**src/rtl/cutoff_pkg.sv**
```systemverilog
package cutoff_pkg;
    typedef enum logic [1:0] {
        SC_NONE   = 2'b00,
        SC_VBLANK = 2'b01,
        SC_HBLANK = 2'b10,
        SC_BURST  = 2'b11
    } sc_code_e;

    typedef enum logic [1:0] {
        CH_NORMAL = 2'b00,
        CH_BLACK  = 2'b01,
        CH_ULTRA  = 2'b10
    } ch_mode_e;
endpackage

```
**src/rtl/cutoff_line_counter.sv**
```systemverilog
module cutoff_line_counter #(
    parameter int CNT_W     = 6,
    parameter int MIN_VB    = 4,
    parameter int MAX_VB    = 34,
    parameter int LEAK_LINE = 20,
    parameter int NUM_CH    = 3
) (
    input  logic             clk,
    input  logic             rst_n,
    input  logic             line_pulse,
    input  logic             field_start,
    input  logic             is_vb,
    output logic [CNT_W-1:0] cnt_q,
    output logic             armed_q,
    output logic             vb_q
);
    localparam logic [CNT_W-1:0] MAX_C  = CNT_W'(MAX_VB);
    localparam logic [CNT_W-1:0] ARM_C  = CNT_W'(MIN_VB - 1);
    localparam logic [CNT_W-1:0] MIN_C  = CNT_W'(MIN_VB);
    localparam logic [CNT_W-1:0] LAST_C = CNT_W'(LEAK_LINE + NUM_CH);
    localparam logic [CNT_W-1:0] DONE_C = CNT_W'(LEAK_LINE + NUM_CH + 1);
    localparam logic [CNT_W-1:0] SAT_C  = '1;

    typedef struct packed {
        logic [CNT_W-1:0] cnt;
        logic             armed;
        logic             vb;
    } line_st_t;

    line_st_t st_d, st_q;

    always_comb begin
        st_d = st_q;
        if (field_start) begin
            st_d = '0;
        end else if (line_pulse) begin
            st_d.vb = is_vb;
            if (is_vb && (!st_q.vb || st_q.cnt == MAX_C)) begin
                st_d.cnt   = CNT_W'(1);
                st_d.armed = 1'b0;
            end else begin
                if (st_q.cnt != SAT_C) begin
                    st_d.cnt = st_q.cnt + 1'b1;
                end
                if (is_vb && st_q.vb && st_q.cnt == ARM_C) begin
                    st_d.armed = 1'b1;
                end
                if (st_d.cnt == DONE_C) begin
                    st_d.armed = 1'b0;
                end
            end
        end
    end

    always_ff @(posedge clk) begin
        if (!rst_n) begin
            st_q <= '0;
        end else begin
            st_q <= st_d;
        end
    end

    assign cnt_q   = st_q.cnt;
    assign armed_q = st_q.armed;
    assign vb_q    = st_q.vb;

    // inside a blanking run the count never passes the restart limit
    p_vb_count_range_r8: assert property (@(posedge clk) disable iff (!rst_n)
        vb_q |-> (cnt_q >= CNT_W'(1) && cnt_q <= MAX_C));

    // arming happens only on the qualifying blanking line
    p_arm_point_r4: assert property (@(posedge clk) disable iff (!rst_n)
        $rose(armed_q) |-> (vb_q && cnt_q == MIN_C));

    // an armed cycle never outlives its last measured line
    p_hold_limit_r7: assert property (@(posedge clk) disable iff (!rst_n)
        armed_q |-> (cnt_q >= MIN_C && cnt_q <= LAST_C));

    // state moves only on a line pulse or a field start
    p_quiet_r9: assert property (@(posedge clk) disable iff (!rst_n)
        (!line_pulse && !field_start) |=> ($stable(cnt_q) && $stable(armed_q) && $stable(vb_q)));

    // field start clears everything
    p_fs_clear_r10: assert property (@(posedge clk) disable iff (!rst_n)
        field_start |=> (cnt_q == '0 && !armed_q && !vb_q));
endmodule

```
**src/rtl/cutoff_slot_decoder.sv**
```systemverilog
module cutoff_slot_decoder
    import cutoff_pkg::*;
#(
    parameter int CNT_W     = 6,
    parameter int LEAK_LINE = 20,
    parameter int NUM_CH    = 3
) (
    input  logic [CNT_W-1:0]    cnt,
    input  logic                armed,
    input  logic                vb,
    output logic [2*NUM_CH-1:0] chan_mode,
    output logic [NUM_CH:0]     strobe
);
    localparam int SLOT_W = $clog2(NUM_CH + 1);
    localparam logic [CNT_W-1:0] LEAK_C = CNT_W'(LEAK_LINE);
    localparam logic [CNT_W-1:0] LAST_C = CNT_W'(LEAK_LINE + NUM_CH);

    logic              in_meas;
    logic [SLOT_W-1:0] slot;

    always_comb begin
        in_meas = armed && (cnt >= LEAK_C) && (cnt <= LAST_C);
        slot    = SLOT_W'(cnt - LEAK_C);
        strobe  = '0;
        if (in_meas) begin
            strobe[slot] = 1'b1;
        end
    end

    for (genvar c = 0; c < NUM_CH; c++) begin : g_chan
        always_comb begin
            if (in_meas) begin
                chan_mode[2*c +: 2] = (slot == SLOT_W'(c + 1)) ? CH_BLACK : CH_ULTRA;
            end else if (vb || armed) begin
                chan_mode[2*c +: 2] = CH_BLACK;
            end else begin
                chan_mode[2*c +: 2] = CH_NORMAL;
            end
        end
    end
endmodule

```
**src/rtl/cutoff_seq.sv**
```systemverilog
module cutoff_seq
    import cutoff_pkg::*;
#(
    parameter int CNT_W     = 6,
    parameter int MIN_VB    = 4,
    parameter int MAX_VB    = 34,
    parameter int LEAK_LINE = 20,
    parameter int NUM_CH    = 3
) (
    input  logic                clk,
    input  logic                rst_n,
    input  logic                line_pulse,
    input  logic                field_start,
    input  logic [1:0]          sc_level,
    output logic [2*NUM_CH-1:0] chan_mode,
    output logic [NUM_CH:0]     meas_strobe
);
    logic [CNT_W-1:0] cnt_q;
    logic             armed_q;
    logic             vb_q;
    logic             is_vb;

    assign is_vb = (sc_level == SC_VBLANK);

    cutoff_line_counter #(
        .CNT_W(CNT_W), .MIN_VB(MIN_VB), .MAX_VB(MAX_VB),
        .LEAK_LINE(LEAK_LINE), .NUM_CH(NUM_CH)
    ) i_counter (
        .clk(clk), .rst_n(rst_n), .line_pulse(line_pulse),
        .field_start(field_start), .is_vb(is_vb),
        .cnt_q(cnt_q), .armed_q(armed_q), .vb_q(vb_q)
    );

    cutoff_slot_decoder #(
        .CNT_W(CNT_W), .LEAK_LINE(LEAK_LINE), .NUM_CH(NUM_CH)
    ) i_decoder (
        .cnt(cnt_q), .armed(armed_q), .vb(vb_q),
        .chan_mode(chan_mode), .strobe(meas_strobe)
    );

    // strobes are one-hot
    p_onehot_strobe_r9: assert property (@(posedge clk) disable iff (!rst_n)
        $onehot0(meas_strobe));

    // strobes only move after a line pulse or field start
    p_strobe_edge_r9: assert property (@(posedge clk) disable iff (!rst_n)
        !$stable(meas_strobe) |-> $past(line_pulse || field_start));

    // leakage line blanks every channel to ultra-black
    p_leak_ultra_r5: assert property (@(posedge clk) disable iff (!rst_n)
        meas_strobe[0] |-> (chan_mode == {NUM_CH{CH_ULTRA}}));

    for (genvar c = 0; c < NUM_CH; c++) begin : g_chk
        // measured channel sits at nominal black
        p_colour_black_r6: assert property (@(posedge clk) disable iff (!rst_n)
            meas_strobe[c+1] |-> (chan_mode[2*c +: 2] == CH_BLACK));
    end
endmodule

```
**config.mk**
```make
export PLATFORM = sky130hd
export DESIGN_NAME = cutoff_seq
export DESIGN_NICKNAME = d
export VERILOG_FILES = /design/src/rtl/cutoff_pkg.sv /design/src/rtl/cutoff_line_counter.sv /design/src/rtl/cutoff_slot_decoder.sv /design/src/rtl/cutoff_seq.sv
export SDC_FILE = /design/constraint.sdc
export NUM_CORES = 1
export LEC_CHECK = 0
export BUFFER_PORTS_ARGS = -buffer_cell sky130_fd_sc_hd__clkbuf_2
export CORE_MARGIN = 5
export CORE_UTILIZATION = 54
export CTS_BUF_LIST = sky130_fd_sc_hd__clkbuf_8
export CTS_CLUSTER_DIAMETER = 30
export DETAILED_ROUTE_END_ITERATION = 8
export PLACE_DENSITY = 0.86
export SLEW_MARGIN = 5
export SYNTH_ARGS = -nofsm -noshare
export SYNTH_HDL_FRONTEND = slang
export SYNTH_SLANG_ARGS = --single-unit
```
**constraint.sdc**
```tcl
create_clock -name clk -period 2.5 [get_ports clk]
set_clock_uncertainty 0.05 [all_clocks]
set_input_delay 0.625 -clock clk [delete_from_list [all_inputs] [get_ports clk]]
set_output_delay 0.625 -clock clk [all_outputs]
set_load 0.05 [all_outputs]
```
After elaboration in Yosys (flattened, before gate mapping)
Cells that the tools add are included.
{"block": "classes", "addsub": 2, "multipliers": 0, "div": 0, "n_lt_le_gt_ge": 4, "n_eq_ne": 8, "shifts": 0, "muxes": 17, "bitwise": 1, "n_reduce_logical": 12}
{"cell": "2-to-1 mux 6 bit", "count": 4}
{"cell": "2-to-1 mux 2 bit", "count": 6}
{"cell": "2-to-1 mux 7 bit", "count": 1}
{"cell": "adder 6 x 1 -> 6 bit (second input constant)", "count": 1}
{"cell": "equality test 6 x 2 -> 1 bit (second input constant)", "count": 1}
{"cell": "equality test 6 x 5 -> 1 bit (second input constant)", "count": 1}
{"cell": "equality test 6 bit (second input constant)", "count": 1}
{"cell": ">= comparator 6 x 5 -> 1 bit (second input constant)", "count": 1}
{"cell": "<= comparator 6 x 5 -> 1 bit (second input constant)", "count": 1}
{"cell": "logical AND 1 bit", "count": 6}
{"cell": "inequality test 6 bit (second input constant)", "count": 1}
{"cell": "equality test 2 x 1 -> 1 bit (second input constant)", "count": 2}
{"cell": "equality test 2 bit (second input constant)", "count": 2}
{"cell": "2-to-1 mux 1 bit", "count": 4}
{"cell": "2-to-1 mux 4 bit", "count": 1}
{"cell": "less-than comparator 2 x 3 -> 1 bit (second input constant)", "count": 1}
{"cell": "nonzero test 3 bit", "count": 1}
{"cell": "demux 1 bit (select 2 bit)", "count": 1}
{"cell": ">= comparator 2 x 1 -> 1 bit (second input constant)", "count": 1}
{"cell": "logical OR 1 bit", "count": 2}
{"cell": "AND reduction 2 bit", "count": 1}
{"cell": "OR reduction 2 bit", "count": 1}
{"cell": "subtractor 2 x 1 -> 2 bit (second input constant)", "count": 1}
{"cell": "logical NOT 1 bit", "count": 1}
{"cell": "inverter 1 bit", "count": 1}
{"block": "totals", "reg_bits": 8, "latch_bits": 0, "ramBits": 0, "rom_bits": 0, "in_bits": 6, "output_inout_bits": 10, "word_cells": 47, "memories": 0}

Longest topological paths before layout
Gate-level depths: netlist of the first run.
{"block": "depth", "ltp_word": 9, "mapped_depth": 6, "mapped_depth_nobuf": 6}

Cells and area by module
From an unflattened synthesis of the first run, not the netlist that was laid out.
{"block": "unflattened", "hier_cells": 81, "area_unflattened_um2": 664.4}
{"mod": "cutoff_line_counter", "instances": 1, "cells_per_inst": 63, "area_per_inst_um2": 544.3, "seq_area_each_um2": 160.2}
{"mod": "cutoff_slot_decoder", "instances": 1, "cells_per_inst": 17, "area_per_inst_um2": 106.4, "seq_area_each_um2": 0.0}
{"mod": "cutoff_seq", "instances": 1, "cells_per_inst": 1, "area_per_inst_um2": 13.8, "seq_area_each_um2": 0.0}

Worst setup path after synthesis of the first run
No wires, ideal clock.
{"block": "synth_timing", "path_type": "register -> output", "from": "register i_counter.st_q (netlist bit i_counter.cnt_q[1])", "to": "output chan_mode[0]", "t_arrival_ns": 2.244, "required_time_ns": 1.825, "path_slack_ns": -0.419, "stages_incl_launch_ff": 7, "n_path_buf": 0, "cell_sequence": "dfxtp_1 > ha_1 > nor2b_1 > nor3_1 > nand4_1 > nor2_1 > nor2_1"}
{"block": "synth_between", "elab_chain_cells": 4, "word_cells_on_any_way": 8, "classes_between": "add/sub (1); order compare (2); eq/ne (1); mux (2); reduce/logical (2)"}
{"item": "start: declaration", "line": "cutoff_line_counter.sv:30", "source": "line_st_t st_d, st_q;"}
{"item": "start signal: assignment", "line": "cutoff_line_counter.sv:59", "source": "st_q <= st_d;"}
{"item": ">= comparator 6 x 5 -> 1 bit / subtractor 2 x 1 -> 2 bit (equally long branches)", "line": "cutoff_slot_decoder.sv:22, cutoff_slot_decoder.sv:23"}
{"item": "logical AND 1 bit / equality test 2 x 1 -> 1 bit (equally long branches)", "line": "cutoff_slot_decoder.sv:22, cutoff_slot_decoder.sv:33"}
{"item": "logical AND 1 bit / 2-to-1 mux 2 bit (equally long branches)", "line": "cutoff_slot_decoder.sv:22, cutoff_slot_decoder.sv:33"}
{"item": "2-to-1 mux 2 bit *", "line": "cutoff_slot_decoder.sv:32", "source": "if (in_meas) begin"}
{"item": "end: declaration", "line": "cutoff_seq.sv:15", "source": "output logic [2*NUM_CH-1:0] chan_mode,"}
Mark *: on every way between the ends. The rest lies on a longest branch, timed or not.

Final worst setup path of the first run
{"block": "layout_timing", "from": "register i_counter.st_q (netlist bit i_counter.cnt_q[0])", "to": "output chan_mode[0]"}
The elaborated chain is that of the path after synthesis.

==> metrics.txt, run 1 <==
EDFF count, synth=0; antenna violation net count after detailed routing=0; Slew @ Worst Pin=0.3692 ns; initial antenna violation count=0; Vias per Instance=6.352; cell-internal power=0.0002466 W; Crit Path Max Fanout=4; antenna cells=0; Die W=46.02 µm; CTS sink cnt=8; Period Utilization, post-route=0.9723; Area after DPL=839.6 µm²; Nets=123; Slew HR=0.7529; GRT Residual Overflow=0; Fin. Hold Viols=0; Max Buffers Root-to-Sink=2; total number of vias=794; clk root buf=clkbuf_8; post-synth cell types=33; CP endpoint kind=primary output; clock network power share=0.476; PortBufs=15; switching part of the total=0.2198; Post-Syn Instances=89; reg-to-reg startpoint=i_counter.cnt_q[0]; Die ar.=2118 µm²; Worst Hold Depth=2; # setup viols final=0; commonest cells after routing, fill and taps aside=buf_4, nand2_1, dfxtp_1; Chip Height=46.02 µm; IO Pins=16; DR pass1 iterations=4; Required @ worst endpoint=1.82 ns; status=complete, no violations; warning count from the yosys run=0; Peak supply drop=391.4 µV; FF-to-FF path depth=7; Post-Syn Nets=100; first-pass GRT wire length=3091 µm; Seq cells post-synth=8; Reg2Reg Setup Slack=0.59 ns; mapped cell area=700.7 µm²; largest net degree at the start of global routing=15; Worst Hold Endpoint=i_counter.cnt_q[1]; cell row count=13; pwr dens=334.2 nW/µm²; Syn Area/Cell=7.873 µm²; Synth Flop Type=dfxtp_1; Post-Place Setup Slack=0.02359 ns; WL/cell=15.32 µm; crit path launch type=register; Final Cell Area=945.9 µm²; H-tree levels=1; max_cap viols=0; Sw Pwr=0.00006948 W; Initial Util=0.5523; CTS buffer count=3; Area growth, synth to finish=35.00%; drc violations=0; Post-DP HPWL=1372 µm; leakage power=0.3960 nW; part of the power in registers=0.414; post-synthesis sequential area ratio=0.2286; Core ar.=1269 µm²; commonest non-fill, non-tap cell in the layout=buf_4; clock latency on the worst-skew pair=0.22 ns; gpl congestion=0.9494; fmax=411.4 MHz; hold_sp=i_counter.cnt_q[1]; min Tclk post-route=2.431 ns; Tot GR Track Use=0.2053; worst hold path type=register to register; starting DRC count in detailed routing=15; Post-synth ARST share=0; layout cells sized above 1=0.3818; Comb pwr share=0.109; vias in the first global route=700; CTS tree=built; critical path class=register to primary output; Worst R2R End=i_counter.armed_q; filler cell count in the final layout=104; final WL=1915 µm; clk slew on worst S/H paths=0.04 ns; WHS=0.4591 ns; setup TNS=0 ns; final setup margin=0.06931 ns; Slew Viols, Final=0; final core utilization=0.7456; Critical Path AT=1.76 ns
logic make-up (layout without fill, tap and decap cells):
group                    after synthesis  count (layout)  synth area share
flip-flops                             8               8            0.2286
multiplexers                           1               1           0.01607
XOR/XNOR                               1               1           0.01250
AND/OR/NAND/NOR                       45              45            0.3821
AO/OA/AOI/OAI                         20              20            0.2000
buffers and inverters                  9              30           0.07142
adder cells (fa/ha/maj)                5               5           0.08929
final cells by class:
class | count | area, µm² | share of cell area
flip-flops and latches | 8 | 165.2 | 0.1746
well taps | 15 | 18.77 | 0.01984
repair buffers | 23 | 175.2 | 0.1852
inverters | 4 | 15.01 | 0.01587
multi-input cells | 72 | 530.5 | 0.5608
clock buffers | 3 | 41.29 | 0.04365
layer usage:
layer | part of all wire | GRT usage
met2 | 0.52 | 0.3516
met4 | 0.031 | 0.1023
met3 | 0.11 | 0.06324
met1 | 0.35 | 0.2238
met5 | 0 | 0
power groups by stage:
stage / logic (W) / registers [W] / clock network, W
after floorplan: 0.0000222 / 0.000134 / 0
after global placement: 0.0000305 / 0.000134 / 0
after detailed placement: 0.0000311 / 0.000134 / 0
after CTS: 0.0000313 / 0.000132 / 0.000155
after global routing: 0.0000379 / 0.000131 / 0.000161
final: 0.0000346 / 0.000131 / 0.000151
worst max-delay path by stage:
stage                endpoint  slack, ns  cells after the start               start
6_report         chan_mode[0]       0.07                      8  i_counter.cnt_q[0]
5_1_grt          chan_mode[0]      -0.04                      8  i_counter.cnt_q[1]
4_1_cts        meas_strobe[1]       0.05                      6  i_counter.cnt_q[0]
3_5_place_dp     chan_mode[1]       0.02                      6  i_counter.cnt_q[0]
3_3_place_gp     chan_mode[1]       0.14                      6  i_counter.cnt_q[0]
2_1_floorplan    chan_mode[2]   -0.00002                      6  i_counter.cnt_q[0]
flip-flops by register name (all words and copies together), names as in the netlist:
signal / count
i_counter.armed_q: 1
i_counter.vb_q: 1
i_counter.cnt_q: 6
critical path, stage by stage, from the launching register on:
cell,delay (ns)
dfxtp_4,0.34
ha_1,0.21
nor2b_1,0.15
nor3_2,0.19
nand4_1,0.14
buf_6,0.17
nor2_4,0.12
nor2_4,0.05
buf_6,0.16
metrics by stage:
step | cells | total power, W
floorplan | 89 | 0.0001557
global placement | 120 | 0.0001644
detailed placement | 120 | 0.0001652
CTS | 124 | 0.0003185
global route | 125 | 0.0003296
finish | 125 | 0.0003161
synth_stat cells (all sizes together), types with 2 or more instances:
cell type | n | area (µm²)
and3 | 2 | 12.51
a211oi | 6 | 50.05
and4 | 2 | 21.27
buf | 3 | 27.52
nand4 | 5 | 46.29
nand2b | 2 | 12.51
and2 | 5 | 31.28
o21ai | 3 | 15.01
a21oi | 5 | 25.02
nor3 | 2 | 15.01
o31ai | 2 | 15.01
inv | 4 | 15.01
nor2 | 10 | 37.54
nand3 | 5 | 25.02
clkbuf | 2 | 7.510
nor4 | 2 | 12.51
nand2 | 7 | 26.28
dfxtp | 8 | 160.2
ha | 5 | 62.56
what timing repair did:
action,4_1_cts,5_1_grt
hold endpoints to repair,0,0
resized for setup,3,29
buffers inserted,1,1
hold buffers,0,0
pin swaps,1,3
cloned,0,0
setup endpoints to repair,10,10
(Power assumes the default switching activity.)
==> run 2, diff against run 1 <==
SETUP_SLACK_MARGIN = 0.3   (was not set)
==> metrics.txt, run 2 (same netlist as run 1, synthesis figures left out) <==
status=complete, no violations; cell row count=13 (unchanged); clock latency on the worst-skew pair=0.23 ns (about the same); vias in the first global route=748 (+6.9%); biggest cell delay along the critical path=0.36 ns (+0.02 ns); Required @ worst endpoint=1.82 ns (about the same); min Tclk post-route=2.408 ns (-0.02301 ns); Vias per Instance=6.790 (+6.9%); starting DRC count in detailed routing=35 (+20); H-tree levels=1 (unchanged); worst hold path type=register to register; critical-path cell list=ha_4 -> nor2b_4 -> nor3_4 -> nand4_1 -> buf_4 -> nor2_4 -> nor2_4 -> buf_8; Total Power Consumption=0.0003331 W (+5.4%); max reg flops=6 (unchanged); Slew HR=0.6238 (-0.1292); cell-internal power=0.0002500 W (+1.4%); leakage power=0.4204 nW (+6.2%); filler cell count in the final layout=56 (-46%); Critical Path AT=1.73 ns (-0.03 ns); pwr dens=305.0 nW/µm² (-8.7%); CTS sink cnt=8 (unchanged); gpl congestion=0.9388 (-1.1%); clock network power share=0.488 (+0.012); largest net degree at the start of global routing=15 (unchanged); initial antenna violation count=0 (unchanged); Core ar.=1269 µm² (unchanged); CP endpoint kind=primary output; CTS buffer count=3 (unchanged); Crit Path Max Fanout=3 (-1); CP Launch Point=i_counter.cnt_q[0]; WL/cell=20.28 µm (+32%); GRT Residual Overflow=0 (unchanged); Reg with most FFs=i_counter.cnt_q; Nets=121 (-1.6%); hold_sp=i_counter.armed_q; clk slew on worst S/H paths=0.05 ns (about the same); max_cap viols=0 (unchanged); Max Buffers Root-to-Sink=2 (unchanged); commonest cells after routing, fill and taps aside=nand2_1, nor2_4, clkbuf_8, dfxtp_1, buf_4; Slew @ Worst Pin=0.5623 ns (+0.1931 ns); clk root buf=clkbuf_8; Tot GR Track Use=0.2552 (+0.04993); Initial Util=0.5523 (unchanged); Sw Pwr=0.00008316 W (+20%); slowest CP cell=dfxtp_4; setup TNS=0 ns (unchanged); antenna cells=0 (unchanged); Slew Viols, Final=0 (unchanged); PortBufs=15 (unchanged); Final Cell Area=1092 µm² (+15%); CTS Hold Buffers Added=0 (unchanged); switching part of the total=0.2496 (+0.02981); reg-to-reg startpoint=i_counter.cnt_q[0]; commonest non-fill, non-tap cell in the layout=nand2_1; Die ar.=2118 µm² (unchanged); IO Pins=16 (unchanged); Area growth, synth to finish=55.89%; Chip Height=46.02 µm (unchanged); part of the power in registers=0.392 (-0.022); Area after DPL=842.1 µm² (+0.30%); # setup viols final=0 (unchanged); Comb pwr share=0.120 (+0.011); antenna violation net count after detailed routing=0 (unchanged); Peak supply drop=572.7 µV (+46%); CTS tree=built; drc violations=0 (unchanged); total number of vias=842 (+6.0%); most used cell along the critical path=nor2_4; critical path class=register to primary output; final WL=2515 µm (+31%); crit path launch type=register; Fin. Hold Viols=0 (unchanged); first-pass GRT wire length=3829 µm (+24%); Period Utilization, post-route=0.9631 (-0.009206); Post-DP HPWL=1374 µm (+0.15%); layout cells sized above 1=0.4312 (+0.04937); RSZ-0062 raised after global routing=yes; fmax=415.3 MHz (+0.96%); Die W=46.02 µm (unchanged); DR pass1 iterations=4 (unchanged)
## run 2: cell count changes in the layout (fill, tap and decap cells not counted), sizes merged
| cell | change |
|---|---|
| clkbuf | +3 |
| buf | -5 |
| inv | +1 |
## run 2: routing by layer
| layer | global-route usage | routed length [µm] | part of all wire | up-vias |
|---|---|---|---|---|
| met5 | 0 | 0 | 0 | - |
| met1 | 0.3052 | 900 | 0.36 | 398 |
| met4 | 0.06818 | 129 | 0.051 | 0 |
| li1 | - | - | - | 370 |
| met2 | 0.4396 | 1257 | 0.50 | 56 |
| met3 | 0.07115 | 227 | 0.090 | 18 |
## run 2: cell type report
cell class / count / area [µm²] / area share
Clock buffer: 3 / 41.29 / 0.03780
Tap cell: 15 / 18.77 / 0.01718
Inverter: 4 / 15.01 / 0.01375
Timing Repair Buffer: 21 / 256.5 / 0.2348
Sequential cell: 8 / 167.7 / 0.1535
Multi-Input combinational cell: 72 / 589.3 / 0.5395
Clock inverter: 1 / 3.754 / 0.003436
## run 2: what timing repair did
action	in CTS	in global routing
resized for setup	29	7
setup buffers	5	0
pin swaps	9	6
setup endpoints to repair	10	10
endpoints found under the hold margin	0	0
## run 2: final timing paths
kind	to	slack (ns)	depth (start not counted)
worst max-delay path	chan_mode[0]	0.09	8
worst min-delay path	i_counter.armed_q	0.59	2
worst max register to register	i_counter.armed_q	0.42	7
worst min register to register	i_counter.armed_q	0.59	2
## run 2: per-stage QoR
| stage | setup WS, ns | std cells | util | hold slack (ns) |
|---|---|---|---|---|
| 2_1_floorplan | 0.1500 | 89 | - | 0.4557 |
| 3_3_place_gp | 0.1528 | 115 | 0.6637 | 0.4725 |
| 3_5_place_dp | 0.08052 | 115 | 0.6637 | 0.4821 |
| 4_1_cts | 0.05990 | 124 | 0.8432 | 0.5118 |
| 5_1_grt | 0.02588 | 124 | 0.8609 | 0.6289 |
| 6_report | 0.09232 | 124 | 0.8609 | 0.5946 |
## run 2: power groups by stage
| stage | clock network, W | logic (W) | registers (W) |
|---|---|---|---|
| finish | 0.000163 | 0.0000400 | 0.000130 |
| global route | 0.000177 | 0.0000428 | 0.000130 |
| CTS | 0.000163 | 0.0000364 | 0.000130 |
| detailed placement | 0 | 0.0000317 | 0.000135 |
| global placement | 0 | 0.0000310 | 0.000135 |
| floorplan | 0 | 0.0000229 | 0.000134 |
## run 2: worst max-delay path: cells and delay by family (launching register included)
kind | cells | cell delay, ns
and+or+nand+nor | 5 | 0.60
DFF | 1 | 0.36
buffers and inverters | 2 | 0.38
adders and majority gates | 1 | 0.16
